==> src/rtl/eag_pkg.sv <==
package eag_pkg;

    localparam int AW = 32;

    typedef enum logic [3:0] {
        M_IND     = 4'd0,
        M_POSTINC = 4'd1,
        M_PREDEC  = 4'd2,
        M_DISP4   = 4'd3,
        M_IDX_RN  = 4'd4,
        M_GBR8    = 4'd5,
        M_IDX_GBR = 4'd6,
        M_PCLIT   = 4'd7,
        M_BR8     = 4'd8,
        M_BR12    = 4'd9
    } mode_e;

    typedef struct packed {
        logic [AW-1:0] base;
        logic [AW-1:0] offset;
    } addr_terms_t;

    typedef struct packed {
        logic [AW-1:0] rn_new;
        logic          wb;
    } wb_t;

    function automatic logic [1:0] size_shift(input logic [1:0] sz);
        return (sz[1]) ? 2'd2 : sz;
    endfunction

endpackage

==> src/rtl/eag_operand_sel.sv <==
module eag_operand_sel
    import eag_pkg::*;
#(
    parameter int DISP_W        = 12,
    parameter bit CLEAR_PC_LONG = 1'b1
) (
    input  logic [3:0]        mode,
    input  logic [1:0]        size,
    input  logic [AW-1:0]     rn,
    input  logic [AW-1:0]     r0,
    input  logic [AW-1:0]     gbr,
    input  logic [AW-1:0]     pc,
    input  logic [DISP_W-1:0] disp,
    output addr_terms_t       terms
);
    localparam int SHORT_W = 4;
    localparam int BYTE_W  = 8;

    logic [1:0]    shamt;
    logic [AW-1:0] step;
    logic [AW-1:0] d_short;
    logic [AW-1:0] d_byte;
    logic [AW-1:0] br_short;
    logic [AW-1:0] br_long;
    logic [AW-1:0] pc_lit_base;

    assign shamt    = size_shift(size);
    assign step     = AW'(1) << shamt;
    assign d_short  = AW'(disp[SHORT_W-1:0]) << shamt;
    assign d_byte   = AW'(disp[BYTE_W-1:0]) << shamt;
    assign br_short = AW'(signed'(disp[BYTE_W-1:0])) << 1;
    assign br_long  = AW'(signed'(disp[DISP_W-1:0])) << 1;

    generate
        if (CLEAR_PC_LONG) begin : g_pc_align
            assign pc_lit_base = (shamt == 2'd2) ? {pc[AW-1:2], 2'b00} : pc;
        end else begin : g_pc_raw
            assign pc_lit_base = pc;
        end
    endgenerate

    always_comb begin
        terms.base   = rn;
        terms.offset = '0;
        case (mode_e'(mode))
            M_PREDEC:  terms.offset = '0 - step;
            M_DISP4:   terms.offset = d_short;
            M_IDX_RN:  terms.offset = r0;
            M_GBR8:    begin terms.base = gbr; terms.offset = d_byte; end
            M_IDX_GBR: begin terms.base = gbr; terms.offset = r0;     end
            M_PCLIT:   begin terms.base = pc_lit_base; terms.offset = d_byte; end
            M_BR8:     begin terms.base = pc; terms.offset = br_short; end
            M_BR12:    begin terms.base = pc; terms.offset = br_long;  end
            default:   ;
        endcase
    end
endmodule

==> src/rtl/eag_writeback.sv <==
module eag_writeback
    import eag_pkg::*;
(
    input  logic [3:0]    mode,
    input  logic [1:0]    size,
    input  logic [AW-1:0] rn,
    output wb_t           wb
);
    logic [AW-1:0] step;

    assign step = AW'(1) << size_shift(size);

    always_comb begin
        wb.rn_new = rn;
        wb.wb     = 1'b0;
        case (mode_e'(mode))
            M_POSTINC: begin wb.rn_new = rn + step; wb.wb = 1'b1; end
            M_PREDEC:  begin wb.rn_new = rn - step; wb.wb = 1'b1; end
            default:   ;
        endcase
    end
endmodule

==> src/rtl/eag_unit.sv <==
module eag_unit
    import eag_pkg::*;
#(
    parameter int DISP_W        = 12,
    parameter bit CLEAR_PC_LONG = 1'b1
) (
    input  logic              clk,
    input  logic              rst,
    input  logic              valid_i,
    input  logic [3:0]        mode_i,
    input  logic [1:0]        size_i,
    input  logic [AW-1:0]     rn_i,
    input  logic [AW-1:0]     r0_i,
    input  logic [AW-1:0]     gbr_i,
    input  logic [AW-1:0]     pc_i,
    input  logic [DISP_W-1:0] disp_i,
    output logic              valid_o,
    output logic [AW-1:0]     ea_o,
    output logic [AW-1:0]     rn_new_o,
    output logic              wb_en_o
);
    addr_terms_t   terms;
    wb_t           wbv;
    logic [AW-1:0] ea_comb;

    eag_operand_sel #(
        .DISP_W       (DISP_W),
        .CLEAR_PC_LONG(CLEAR_PC_LONG)
    ) u_sel (
        .mode (mode_i),
        .size (size_i),
        .rn   (rn_i),
        .r0   (r0_i),
        .gbr  (gbr_i),
        .pc   (pc_i),
        .disp (disp_i),
        .terms(terms)
    );

    eag_writeback u_wb (
        .mode(mode_i),
        .size(size_i),
        .rn  (rn_i),
        .wb  (wbv)
    );

    assign ea_comb = terms.base + terms.offset;

    always_ff @(posedge clk) begin
        if (rst) begin
            valid_o  <= 1'b0;
            wb_en_o  <= 1'b0;
            ea_o     <= '0;
            rn_new_o <= '0;
        end else begin
            valid_o <= valid_i;
            wb_en_o <= valid_i & wbv.wb;
            if (valid_i) begin
                ea_o     <= ea_comb;
                rn_new_o <= wbv.rn_new;
            end
        end
    end

    AST_WB_NEEDS_VALID: assert property (@(posedge clk) disable iff (rst)
        wb_en_o |-> valid_o);
    AST_POSTINC_ADDR: assert property (@(posedge clk) disable iff (rst)
        (valid_o && $past(mode_i) == 4'd1) |-> (ea_o == $past(rn_i) && wb_en_o));
    AST_PREDEC_SAME: assert property (@(posedge clk) disable iff (rst)
        (valid_o && $past(mode_i) == 4'd2) |-> (ea_o == rn_new_o && wb_en_o));
    AST_PLAIN_NO_WB: assert property (@(posedge clk) disable iff (rst)
        (valid_o && $past(mode_i) == 4'd0) |-> (!wb_en_o && ea_o == $past(rn_i)));
    AST_LONG_LIT_ALIGN: assert property (@(posedge clk) disable iff (rst)
        (valid_o && $past(mode_i) == 4'd7 && $past(size_i[1])) |-> (ea_o[1:0] == 2'b00));
    AST_BR_EVEN: assert property (@(posedge clk) disable iff (rst)
        (valid_o && ($past(mode_i) == 4'd8 || $past(mode_i) == 4'd9) && !$past(pc_i[0]))
            |-> !ea_o[0]);
endmodule

==> config.mk <==
export PLATFORM = sky130hd
export DESIGN_NAME = eag_unit
export DESIGN_NICKNAME = d
export VERILOG_FILES = /design/src/rtl/eag_pkg.sv /design/src/rtl/eag_operand_sel.sv /design/src/rtl/eag_writeback.sv /design/src/rtl/eag_unit.sv
export SDC_FILE = /design/constraint.sdc
export NUM_CORES = 1
export LEC_CHECK = 0
export ABC_CLOCK_PERIOD_IN_PS = 8400
export BUFFER_PORTS_ARGS = -buffer_cell sky130_fd_sc_hd__buf_2
export CAP_MARGIN = 20
export CORE_AREA = 2 2 161 147
export CTS_CLUSTER_SIZE = 20
export DETAILED_ROUTE_END_ITERATION = 10
export DIE_AREA = 0 0 163 149
export GPL_TIMING_DRIVEN = 0
export PLACE_DENSITY = 0.65
export SLEW_MARGIN = 0
export SYNTH_ARGS = -nofsm -noshare
export SYNTH_HDL_FRONTEND = slang
export SYNTH_HIERARCHICAL = 1
export SYNTH_SLANG_ARGS = --single-unit
==> constraint.sdc <==
create_clock -name clk -period 8.4 [get_ports clk]
set_clock_uncertainty 0.1 [all_clocks]
set_input_delay 0.84 -clock clk [delete_from_list [all_inputs] [get_ports clk]]
set_output_delay 0.84 -clock clk [all_outputs]
set_load 0.05 [all_outputs]
==> reports/results.ini, run 1 <==
[power]
irDropWorstVdd_v = 0.000112
post-layout-total-power_mw = 1.46
cellLeakagePower_nw = 4.79
power.density_cell_area_mw_per_mm2 = 153

[logic_synthesis]
synth_nets = 1236
asyncSetResetFlopFracSynth_pct = 0
syn-cell-area_mm2 = 0.00778
synthesis.instances = 1020
avgSynthCellArea_um2 = 7.63
synth_enable_flop_cells = 0
synth.yosys.seq_area_share_pct = 17.0
yosys.area.top_type = dfxtp_1
synthDistinctLibCells = 85
ffs_latches_synth = 66
synth_warnings = 6
synthTopCellsByArea = dfxtp_1 (17%), ha_1 (10%), mux2i_1 (6.7%), a21o_1 (5.0%), a221o_1 (4.4%)
dominantRegCellSynth = dfxtp_1
area_share_of_the_largest_cell_type_after_synthesis_pct = 17.0

[finish]
multi_input_area_mm2 = 0.00591
nets = 1461
register_area_mm2 = 0.00132
drive_above_1_share_pct = 23.2
leading_cell_type_in_the_layout_fill_and_taps_excluded = buf_2
layout.cells.most_common_list = buf_2 (226), nand2_1 (85), nor2_1 (85)
nFillCells = 2401
flow.area_growth_from_synthesis_pct = 22.7
antenna_cells = 0
final_core_utilization_pct = 41.7

[worst_setup_path]
timing.reg2reg.setup_slack_ns = 7.37
crit_required_ns = 8.50
rr_startpoint = ea_o[26]
criticalPathCategory = in2reg
worstSetupStartpointType = primary input
slowest_delay_ns = 0.58
top_fanout_value_on_the_critical_path = 10
crit_path_top_delay_cell = nor3b_1
timing.reg2reg.worst_path_depth = 2
cp_data_arrival_time_ns = 4.90
critPathTopFamily = simple AND/OR/NAND/NOR gates
crit_path_end_kind = flop
worst_path_most_repeated_cell = ha_1
timing.critical_path.cells = buf_2 > clkbuf_1 > or2_2 > ha_1 > nor2b_1 > nand2b_1 > o311ai_1 > ha_1 > nand2_1 > nor3b_1 > o21ai_0 > a21boi_0 > nor3_2 > o31ai_1 > or4_1 > o211ai_1
timing.rr.end = ea_o[26]
cp_num_buf_inv = 2

[clock_network]
cts_root_buffer = clkbuf_16
clock_insertion_delay_worst_skew_ns = 0.35
clk_pin_slew_ns = 0.06
cts.sinks = 66
cts.htree.levels = 3
cts_hold_repair.buffers = 0
cts_resized = 0
cts.path.max_buffers = 2
cts_inserted_buffers = 9
cts_tree = done
post-cts-setup-buffer-count = 0

[routing]
post_drt_via_cell_ratio = 5.64
post_drt_wl_per_cell_um = 19.8
route.antenna.remaining_nets = 0
first_iter_violations = 729
vias = 8761
detailedRoute.firstPassIterationCount = 5
wl_um = 30700
drc = 0

[sta]
timing.final.ws_setup_ns = 3.60
period_needed_ns = 4.80
holdWs_ns = 0.365
fmax_ghz = 0.208
post-route-period-util_pct = 57.2
setup_total_negative_slack_ns = 0
hold_violations = 0
finalSetupViolCount = 0
rsz0062_at_grt = no
final-max-slew-violation-count = 0
max_slew.worst_pin.slew_ns = 0.856
maxSlewHeadroom_pct = 42.2

[grt]
groute.usage.overall_pct = 24.4
grt_start_max_net_pins = 12
first_global_vias = 7968
grt_first_pass_wirelength_um = 44800
antenna_violations_before_repair = 0
grt-ovfl-total = 0

[place]
globalplace.congestion = 0.978
io_buffers = 212
dpl_worst_slack_ns = 3.27
detailedPlacementHpwl_um = 25400

[min_path]
hold_path_class = reg2reg
min_delay_worst_endpoint = ea_o[28]
worstHoldStart = ea_o[28]
timing.hold.worst_path_depth = 2

[floorplanning]
initial_utilization_pct = 34.0
die-height_um = 149
die_w_um = 163
number_of_top_level_pins = 215
floorplan.rows = 53
die_footprint_mm2 = 0.0243
fp.coreArea_mm2 = 0.0229

[run]
max_cap_viol_count = 0

[run_status]
result_of_the_run = completed

-- registers in the layout, summed over array words and instances, names as in the netlist --
signal,flops
rn_new_o,32
ea_o,32
wb_en_o,1
valid_o,1
-- worst max path at each step --
stage / slack (ns) / end / depth (start not counted) / startpoint
4_1_cts: 3.64 / ea_o[31] / 16 / size_i[1]
3_5_place_dp: 3.27 / ea_o[31] / 16 / size_i[1]
2_1_floorplan: 4.05 / rn_new_o[28] / 17 / size_i[1]
5_1_grt: 3.33 / ea_o[31] / 16 / size_i[1]
6_report: 3.60 / ea_o[31] / 16 / size_i[1]
3_3_place_gp: 2.38 / rn_new_o[28] / 18 / size_i[1]
-- synth_stat cells, drive strengths merged (6+ instances only) --
master	n
nand2	85
a31oi	14
nor2b	12
xor2	23
a21oi	63
mux2i	52
dfxtp	66
ha	65
o211ai	13
nand4	14
nor3b	9
xnor2	30
clkbuf	37
a21o	52
o311ai	6
nand2b	21
o31ai	7
and2	7
o2111ai	8
buf	31
nor2	85
o22ai	6
mux2	6
a211oi	44
nor3	9
nand3	16
a21boi	6
o21ai	75
a221o	35
inv	56
-- report_power, final --
group | leakage, nW | total [mW] | internal [mW] | switching (mW)
Sequential | 0.545 | 0.363 | 0.346 | 0.0168
Combinational | 4.11 | 0.703 | 0.248 | 0.456
Clock | 0.145 | 0.394 | 0.246 | 0.149
Total | 4.79 | 1.46 | 0.839 | 0.621
-- per-layer routing --
metal	global-route usage, %	share of wire [%]	routed length, µm
met1	32.0	42	12900
met2	41.2	46	14300
met3	3.84	9.0	2770
met4	7.08	2.4	746
met5	0	0	0
-- worst min-delay path: cells and delay by family (launching register included) --
| family | cells | cell delay (ns) |
|---|---|---|
| AOI/OAI and AO/OA | 1 | 0.06 |
| and+or+nand+nor | 1 | 0.05 |
| DFF | 1 | 0.33 |
-- logic make-up (layout without fill, tap and decap cells) --
kind of cell    Yosys count  in the layout  share of synthesized area [%]
compound gates          362            362                           33.0
simple gates            288            288                           18.3
buf+inv                 124            354                           7.17
fa+ha+maj                67             67                           11.0
flops                    66             66                           17.0
mux                      58             58                           7.55
xor+xnor                 53             53                           5.96
other cells               2              2                         0.0965
-- cell type report --
type,instances,area share [%]
clock buffer,12,2.69
timing repair buffer,214,11.3
clock inverter,4,0.524
inverter,56,2.20
tap,302,3.96
multi-input combinational,830,61.8
buffer,68,3.64
sequential,66,13.8
-- stage by stage --
stage	cells	area [µm²]
2_1_floorplan	1020	7780
3_3_place_gp	1534	9220
3_5_place_dp	1536	9240
4_1_cts	1552	9550
5_1_grt	1552	9550
6_report	1552	9550
No activity file was read; power rests on OpenSTA's default activity.
==> run 2: changes to the inputs <==
- ABC_AREA: default -> 1
- ABC_CLOCK_PERIOD_IN_PS: 8400 -> 5000
- CORE_AREA: 2 2 161 147 -> 2 2 173 158
- DIE_AREA: 0 0 163 149 -> 0 0 175 160
- PLACE_DENSITY: 0.65 -> 0.64
- clock period: 8.4 -> 5 ns (I/O delays scaled with it)
==> run 2 against run 1 <==
  * Hold slack got worse by 0.049 ns
  * Combinational power up 78%
  * Non-clock buffer count fell by 31
  * Register-to-register slack lost 3.2 ns
  * Cell count grew 51%
  * Sequential cell count is the same
  * Setup slack got worse by 1.9 ns
  * Core utilization down 0.48 points
  * Sequential share of layout area is 1.7 points lower
  * Count of clock-buffer cells in the layout is 1 lower
  * Global-route usage up 0.53 points
  * Sequential power rose by 66%
  * Critical endpoint is now ea_o[28]
==> reports/results.ini, run 2 <==
[run_status]
result_of_the_run = completed

[worst_setup_path]
slowest_delay_ns = 0.46  ; -0.12 ns
cp_num_buf_inv = 4  ; +2
cp_data_arrival_time_ns = 3.49  ; -1.41 ns
worstSetupStartpointType = primary input
top_fanout_value_on_the_critical_path = 10  ; unchanged
crit_path_end_kind = flop
crit_required_ns = 5.15  ; -3.35 ns
crit_path_top_delay_cell = fa_1
critPathTopFamily = simple AND/OR/NAND/NOR gates
timing.critical_path.cells = buf_2 > inv_1 > nand2_1 > nand3_1 > buf_2 > nor2_1 > nor2_1 > nand2_1 > ha_1 > fa_1 > nand3_1 > nand3_1 > nand3_1 > nand3_2 > nand2_1 > nand2_1 > nand2_1 > nand3_1 > nand2_1 > inv_1
worst_path_most_repeated_cell = nand2_1
criticalPathCategory = in2reg

[routing]
vias = 11200  ; +27%
first_iter_violations = 763  ; +4.7%
post_drt_via_cell_ratio = 4.76  ; -16%
drc = 0  ; unchanged
route.antenna.remaining_nets = 0  ; unchanged
detailedRoute.firstPassIterationCount = 5  ; unchanged
wl_um = 34900  ; +14%
post_drt_wl_per_cell_um = 14.9  ; -25%

[sta]
finalSetupViolCount = 0  ; unchanged
fmax_ghz = 0.299
max_slew.worst_pin.slew_ns = 0.708  ; -0.148 ns
period_needed_ns = 3.34
hold_violations = 0  ; unchanged
setup_total_negative_slack_ns = 0  ; unchanged
post-route-period-util_pct = 66.9
rsz0062_at_grt = no
maxSlewHeadroom_pct = 52.8  ; +11 points
final-max-slew-violation-count = 0  ; unchanged

[grt]
first_global_vias = 10600  ; +33%
groute.usage.overall_pct = 24.9  ; +0.53 points
grt-ovfl-total = 0  ; unchanged
grt_start_max_net_pins = 15  ; +3
grt_first_pass_wirelength_um = 54600  ; +22%
antenna_violations_before_repair = 2  ; +2

[place]
detailedPlacementHpwl_um = 29600  ; +17%
globalplace.congestion = 0.946  ; -3.2%
io_buffers = 213  ; +0.47%

[clock_network]
cts_root_buffer = clkbuf_16
cts.htree.levels = 3  ; unchanged
cts_inserted_buffers = 9  ; unchanged
cts_resized = 0  ; unchanged
cts_hold_repair.buffers = 0  ; unchanged
clock_insertion_delay_worst_skew_ns = 0.35  ; about the same
cts_tree = done
post-cts-setup-buffer-count = 0  ; unchanged
cts.sinks = 66  ; unchanged
cts.path.max_buffers = 2  ; unchanged
clk_pin_slew_ns = 0.06  ; about the same

[logic_synthesis]
synth.yosys.seq_area_share_pct = 14.5  ; -2.4 points
avgSynthCellArea_um2 = 5.16  ; -32%
asyncSetResetFlopFracSynth_pct = 0  ; unchanged
synth_enable_flop_cells = 0  ; unchanged
ffs_latches_synth = 66  ; unchanged
synthTopCellsByCount = nand2_1 (665), inv_1 (306), nor2_1 (246)
synth_nets = 1975  ; +60%
area_share_of_the_largest_cell_type_after_synthesis_pct = 27.5  ; +11 points
post-synth-top-count-cell = nand2_1
synthesis.instances = 1759  ; +72%
synthDistinctLibCells = 38  ; -55%
syn-cell-area_mm2 = 0.00908  ; +17%
dominantRegCellSynth = dfxtp_1
yosys.area.top_type = nand2_1
synthTopCellsByArea = nand2_1 (27%), dfxtp_1 (15%), inv_1 (13%), nor2_1 (10%), ha_1 (9.0%)
synth_warnings = 6  ; unchanged

[power]
cellLeakagePower_nw = 6.92  ; +44%
post-layout-total-power_mw = 2.57  ; +76%
power.density_cell_area_mw_per_mm2 = 235  ; +54%
irDropWorstVdd_v = 0.000149  ; +34%

[floorplanning]
number_of_top_level_pins = 215  ; unchanged
floorplan.rows = 57  ; +7.5%
initial_utilization_pct = 34.3  ; +0.30 points
fp.coreArea_mm2 = 0.0265  ; +16%
die-height_um = 160  ; +7.4%
die_footprint_mm2 = 0.0280  ; +15%
die_w_um = 175  ; +7.4%

[finish]
nFillCells = 2998  ; +25%
drive_above_1_share_pct = 15.1  ; -8.1 points
flow.area_growth_from_synthesis_pct = 20.2
leading_cell_type_in_the_layout_fill_and_taps_excluded = nand2_1
nets = 2199  ; +51%
layout.cells.most_common_list = nand2_1 (665), inv_1 (306), nor2_1 (246)
reg.largest.list = ea_o x32, rn_new_o x32

[min_path]
hold_path_class = in2reg

[run]
max_cap_viol_count = 0  ; unchanged

run 2: changes by cell type after synthesis, moves of 21 or more:
cell,delta
a211oi_1,-44
a21o_1,-50
a221o_1,-34
clkbuf_1,-21
inv_1,+250
mux2i_1,-52
nand2_1,+580
nand2b_1,-21
nand3_1,+90
nor2_1,+161
run 2: routing by layer:
metal / wire length [µm] / part of all wire (%) / track usage, %
met5: 0 / 0 / 0
met1: 15300 / 44 / 31.2
met2: 16200 / 46 / 43.1
met4: 1400 / 4.0 / 9.96
met3: 1980 / 5.7 / 3.19
run 2: kinds of logic after synthesis:
logic type | after synthesis | share of synthesized area, %
flops | 66 | 14.5
buf+inv | 350 | 15.1
simple gates | 1083 | 48.7
compound gates | 159 | 9.10
xor+xnor | 32 | 3.09
other cells | 2 | 0.0827
fa+ha+maj | 67 | 9.39
run 2: worst paths after layout:
check	from	end	slack (ns)	cells after the start
setup / recovery	mode_i[0]	ea_o[28]	1.66	20
hold / removal	rst	valid_o	0.32	2
setup reg to reg	rn_new_o[31]	rn_new_o[31]	4.22	2
hold reg to reg	ea_o[16]	ea_o[16]	0.38	2
run 2: where the power goes:
| group | switching [mW] | internal [mW] | leakage (nW) |
|---|---|---|---|
| Combinational | 0.862 | 0.383 | 6.22 |
| Clock | 0.272 | 0.449 | 0.156 |
| Sequential | 0.0248 | 0.578 | 0.548 |
| Total | 1.16 | 1.41 | 6.92 |
run 2: cell type report:
type	instances	area, µm²	area share (%)
Timing Repair Buffer	213	1070	9.76
Multi-Input combinational cell	1343	6390	58.5
Clock inverter	5	77.6	0.711
Tap cell	354	443	4.06
Sequential cell	66	1320	12.1
Antenna cell	2	5.00	0.0458
Clock buffer	11	243	2.22
Buffer	38	203	1.86
Inverter	312	1170	10.7
run 2: through the flow:
step	hold slack, ns	std cells	area [µm²]	utilization [%]	setup WS, ns
2_1_floorplan	0.484	1759	9080	-	2.20
3_3_place_gp	0.367	2326	10600	40.0	1.33
3_5_place_dp	0.368	2326	10600	40.0	1.32
4_1_cts	0.318	2342	10900	41.2	1.66
5_1_grt	0.340	2344	10900	41.3	1.44
6_report	0.316	2344	10900	41.3	1.66
==> run 3: changes to the inputs <==
- ABC_AREA: 1 -> 0
- ABC_CLOCK_PERIOD_IN_PS: 5000 -> 3260
- CORE_AREA: 2 2 173 158 -> 2 2 161 147
- DIE_AREA: 0 0 175 160 -> 0 0 163 149
- PLACE_DENSITY: 0.64 -> 0.65
- clock period: 5 -> 3.26 ns (I/O delays scaled with it)
==> run 3 against run 2 <==
  * The flow now finishes with violations (negative setup slack)
  * Hold slack worse by 0.063 ns
  * Critical path depth is 4 lower
  * Core utilization is 8.2 points higher
  * Die area is 13% lower
  * Total power is 64% higher
  * Global-route usage is 2.1 points higher
  * Via count is 16% lower
  * Combinational power is 81% higher
  * Register-to-register slack worse by 2.0 ns
  * Sequential power is 55% higher
  * First-iteration DRC count is 0.26% lower
  * Critical path type unchanged
  * Highest routed layer is now met5
==> reports/results.ini, run 3 (synthesis gave the netlist of run 1 again) <==
[run_status]
result_of_the_run = finished, violations left
violations = negative setup slack

[finish]
reg.largest.list = ea_o x32, rn_new_o x32
nets = 1527  ; -31%
multi_input_area_mm2 = 0.00694  ; +8.6%
nFillCells = 2220  ; -26%
finish.instance_area_mm2 = 0.0113  ; +3.7%
final_cells = 1620  ; -31%
layout.cells.most_common_list = buf_2 (211), nand2_1 (80), nor2_1 (77)
register_area_mm2 = 0.00132  ; unchanged
drive_above_1_share_pct = 38.3  ; +23 points
flow.area_growth_from_synthesis_pct = 45.4
leading_cell_type_in_the_layout_fill_and_taps_excluded = buf_2
final_core_utilization_pct = 49.5  ; +8.2 points

[sta]
final-max-slew-violation-count = 0  ; unchanged
maxSlewHeadroom_pct = 40.6  ; -12 points
setup_total_negative_slack_ns = -1.04  ; -1.04 ns
timing.final.ws_setup_ns = -0.171  ; -1.83 ns
fmax_ghz = 0.291
rsz0062_at_grt = yes
post-route-period-util_pct = 105
hold_violations = 0  ; unchanged
max_slew.worst_pin.slew_ns = 0.891  ; +0.184 ns
period_needed_ns = 3.43
finalSetupViolCount = 14  ; +14

[worst_setup_path]
crit_required_ns = 3.42  ; -1.73 ns
criticalPathCategory = in2reg
timing.reg2reg.worst_path_depth = 2  ; unchanged
cp_data_arrival_time_ns = 3.59  ; +0.10 ns
timing.reg2reg.setup_slack_ns = 2.24  ; -1.98 ns
worstSetupStartpointType = primary input
rr_startpoint = ea_o[26]
top_fanout_value_on_the_critical_path = 6  ; -4
crit_path_end_kind = flop
timing.rr.end = ea_o[26]

[routing]
post_drt_wl_per_cell_um = 21.2  ; +42%
wl_um = 34300  ; -1.7%
first_iter_violations = 761  ; -0.26%
drc = 0  ; unchanged
post_drt_via_cell_ratio = 5.81  ; +22%
vias = 9408  ; -16%
detailedRoute.firstPassIterationCount = 5  ; unchanged
route.antenna.remaining_nets = 0  ; unchanged

[clock_network]
cts_root_buffer = clkbuf_16
clk_pin_slew_ns = 0.06  ; about the same
cts_tree = done
cts.path.max_buffers = 2  ; unchanged
clock_insertion_delay_worst_skew_ns = 0.35  ; about the same
cts.sinks = 66  ; unchanged
cts_hold_repair.buffers = 0  ; unchanged
cts_inserted_buffers = 9  ; unchanged
cts.htree.levels = 3  ; unchanged

[min_path]
worstHoldStart = rst
hold_path_class = in2reg
min_delay_worst_endpoint = ea_o[26]
timing.hold.worst_path_depth = 3  ; +1

[place]
detailedPlacementHpwl_um = 26200  ; -11%
post-place-cells = 1535  ; -34%
globalplace.congestion = 0.966  ; +2.1%
placedInstanceArea_mm2 = 0.00935  ; -12%
io_buffers = 212  ; -0.47%

[power]
post-layout-total-power_mw = 4.20  ; +64%
cellLeakagePower_nw = 5.39  ; -22%
irDropWorstVdd_v = 0.000200  ; +34%
power.density_cell_area_mw_per_mm2 = 371  ; +58%

[run]
max_cap_viol_count = 0  ; unchanged

[grt]
groute.usage.overall_pct = 27.0  ; +2.1 points
grt-ovfl-total = 0  ; unchanged
first_global_vias = 8776  ; -17%
grt_first_pass_wirelength_um = 49800  ; -8.8%
antenna_violations_before_repair = 3  ; +1
grt_start_max_net_pins = 13  ; -2

[floorplanning]
die_footprint_mm2 = 0.0243  ; -13%
number_of_top_level_pins = 215  ; unchanged
fp.coreArea_mm2 = 0.0229  ; -14%
die-height_um = 149  ; -6.9%
initial_utilization_pct = 34.0  ; -0.30 points
die_w_um = 163  ; -6.9%
floorplan.rows = 53  ; -7.0%

[run 3: worst max path at each step]
stage / startpoint / to / cells past startpoint
4_1_cts: mode_i[1] / ea_o[30] / 16
3_5_place_dp: size_i[1] / ea_o[29] / 16
5_1_grt: mode_i[2] / ea_o[30] / 16
2_1_floorplan: mode_i[2] / ea_o[30] / 17
6_report: mode_i[2] / ea_o[30] / 16
3_3_place_gp: mode_i[0] / ea_o[29] / 15
[run 3: repair_timing]
item	4_1_cts	5_1_grt
pin swaps	61	72
setup buffers	47	27
cloned	3	1
resized for setup	146	96
setup endpoints to repair	38	28
[run 3: layout make-up]
| class | instances | share of cell area, % |
|---|---|---|
| buffer | 58 | 3.65 |
| clock inverter | 7 | 0.619 |
| inverter | 56 | 1.90 |
| tap | 302 | 3.34 |
| clock buffer | 9 | 1.99 |
| timing repair buffer | 288 | 15.5 |
| antenna | 2 | 0.0442 |
| sequential | 66 | 11.7 |
| multi-input combinational | 832 | 61.3 |
[run 3: worst max-delay path, stage by stage]
cell,delay (ns)
buf_8,0.10
buf_8,0.13
nor3b_4,0.28
clkbuf_8,0.21
a211oi_4,0.05
a221o_1,0.28
ha_2,0.20
fa_2,0.38
a21oi_4,0.18
o21ai_4,0.09
a32oi_2,0.24
o21ai_2,0.09
a221o_2,0.43
a21o_1,0.21
and3_4,0.16
o311ai_2,0.25
[run 3: where the power goes]
part           internal (mW)  leakage [nW]  switching, mW
sequential             0.891         0.545         0.0430
clock                  0.591         0.145          0.422
combinational          0.895          4.70           1.36
total                   2.38          5.39           1.83
[run 3: layer usage]
layer	vias up	share of wire (%)	GRT usage, %	wire length (µm)
met1	4446	42	34.1	14400
met4	2	3.8	10.4	1320
li1	4388	-	-	-
met3	85	9.0	5.84	3080
met2	487	45	44.8	15500
met5	-	0.035	0	12
[run 3: per-stage QoR]
step                      hold slack, ns  setup slack, ns
after floorplan                    0.436           -0.269
after global placement             0.337            -1.28
after detailed placement           0.338            -1.19
after CTS                          0.239           -0.170
after global routing               0.266           -0.242
final                              0.253           -0.171
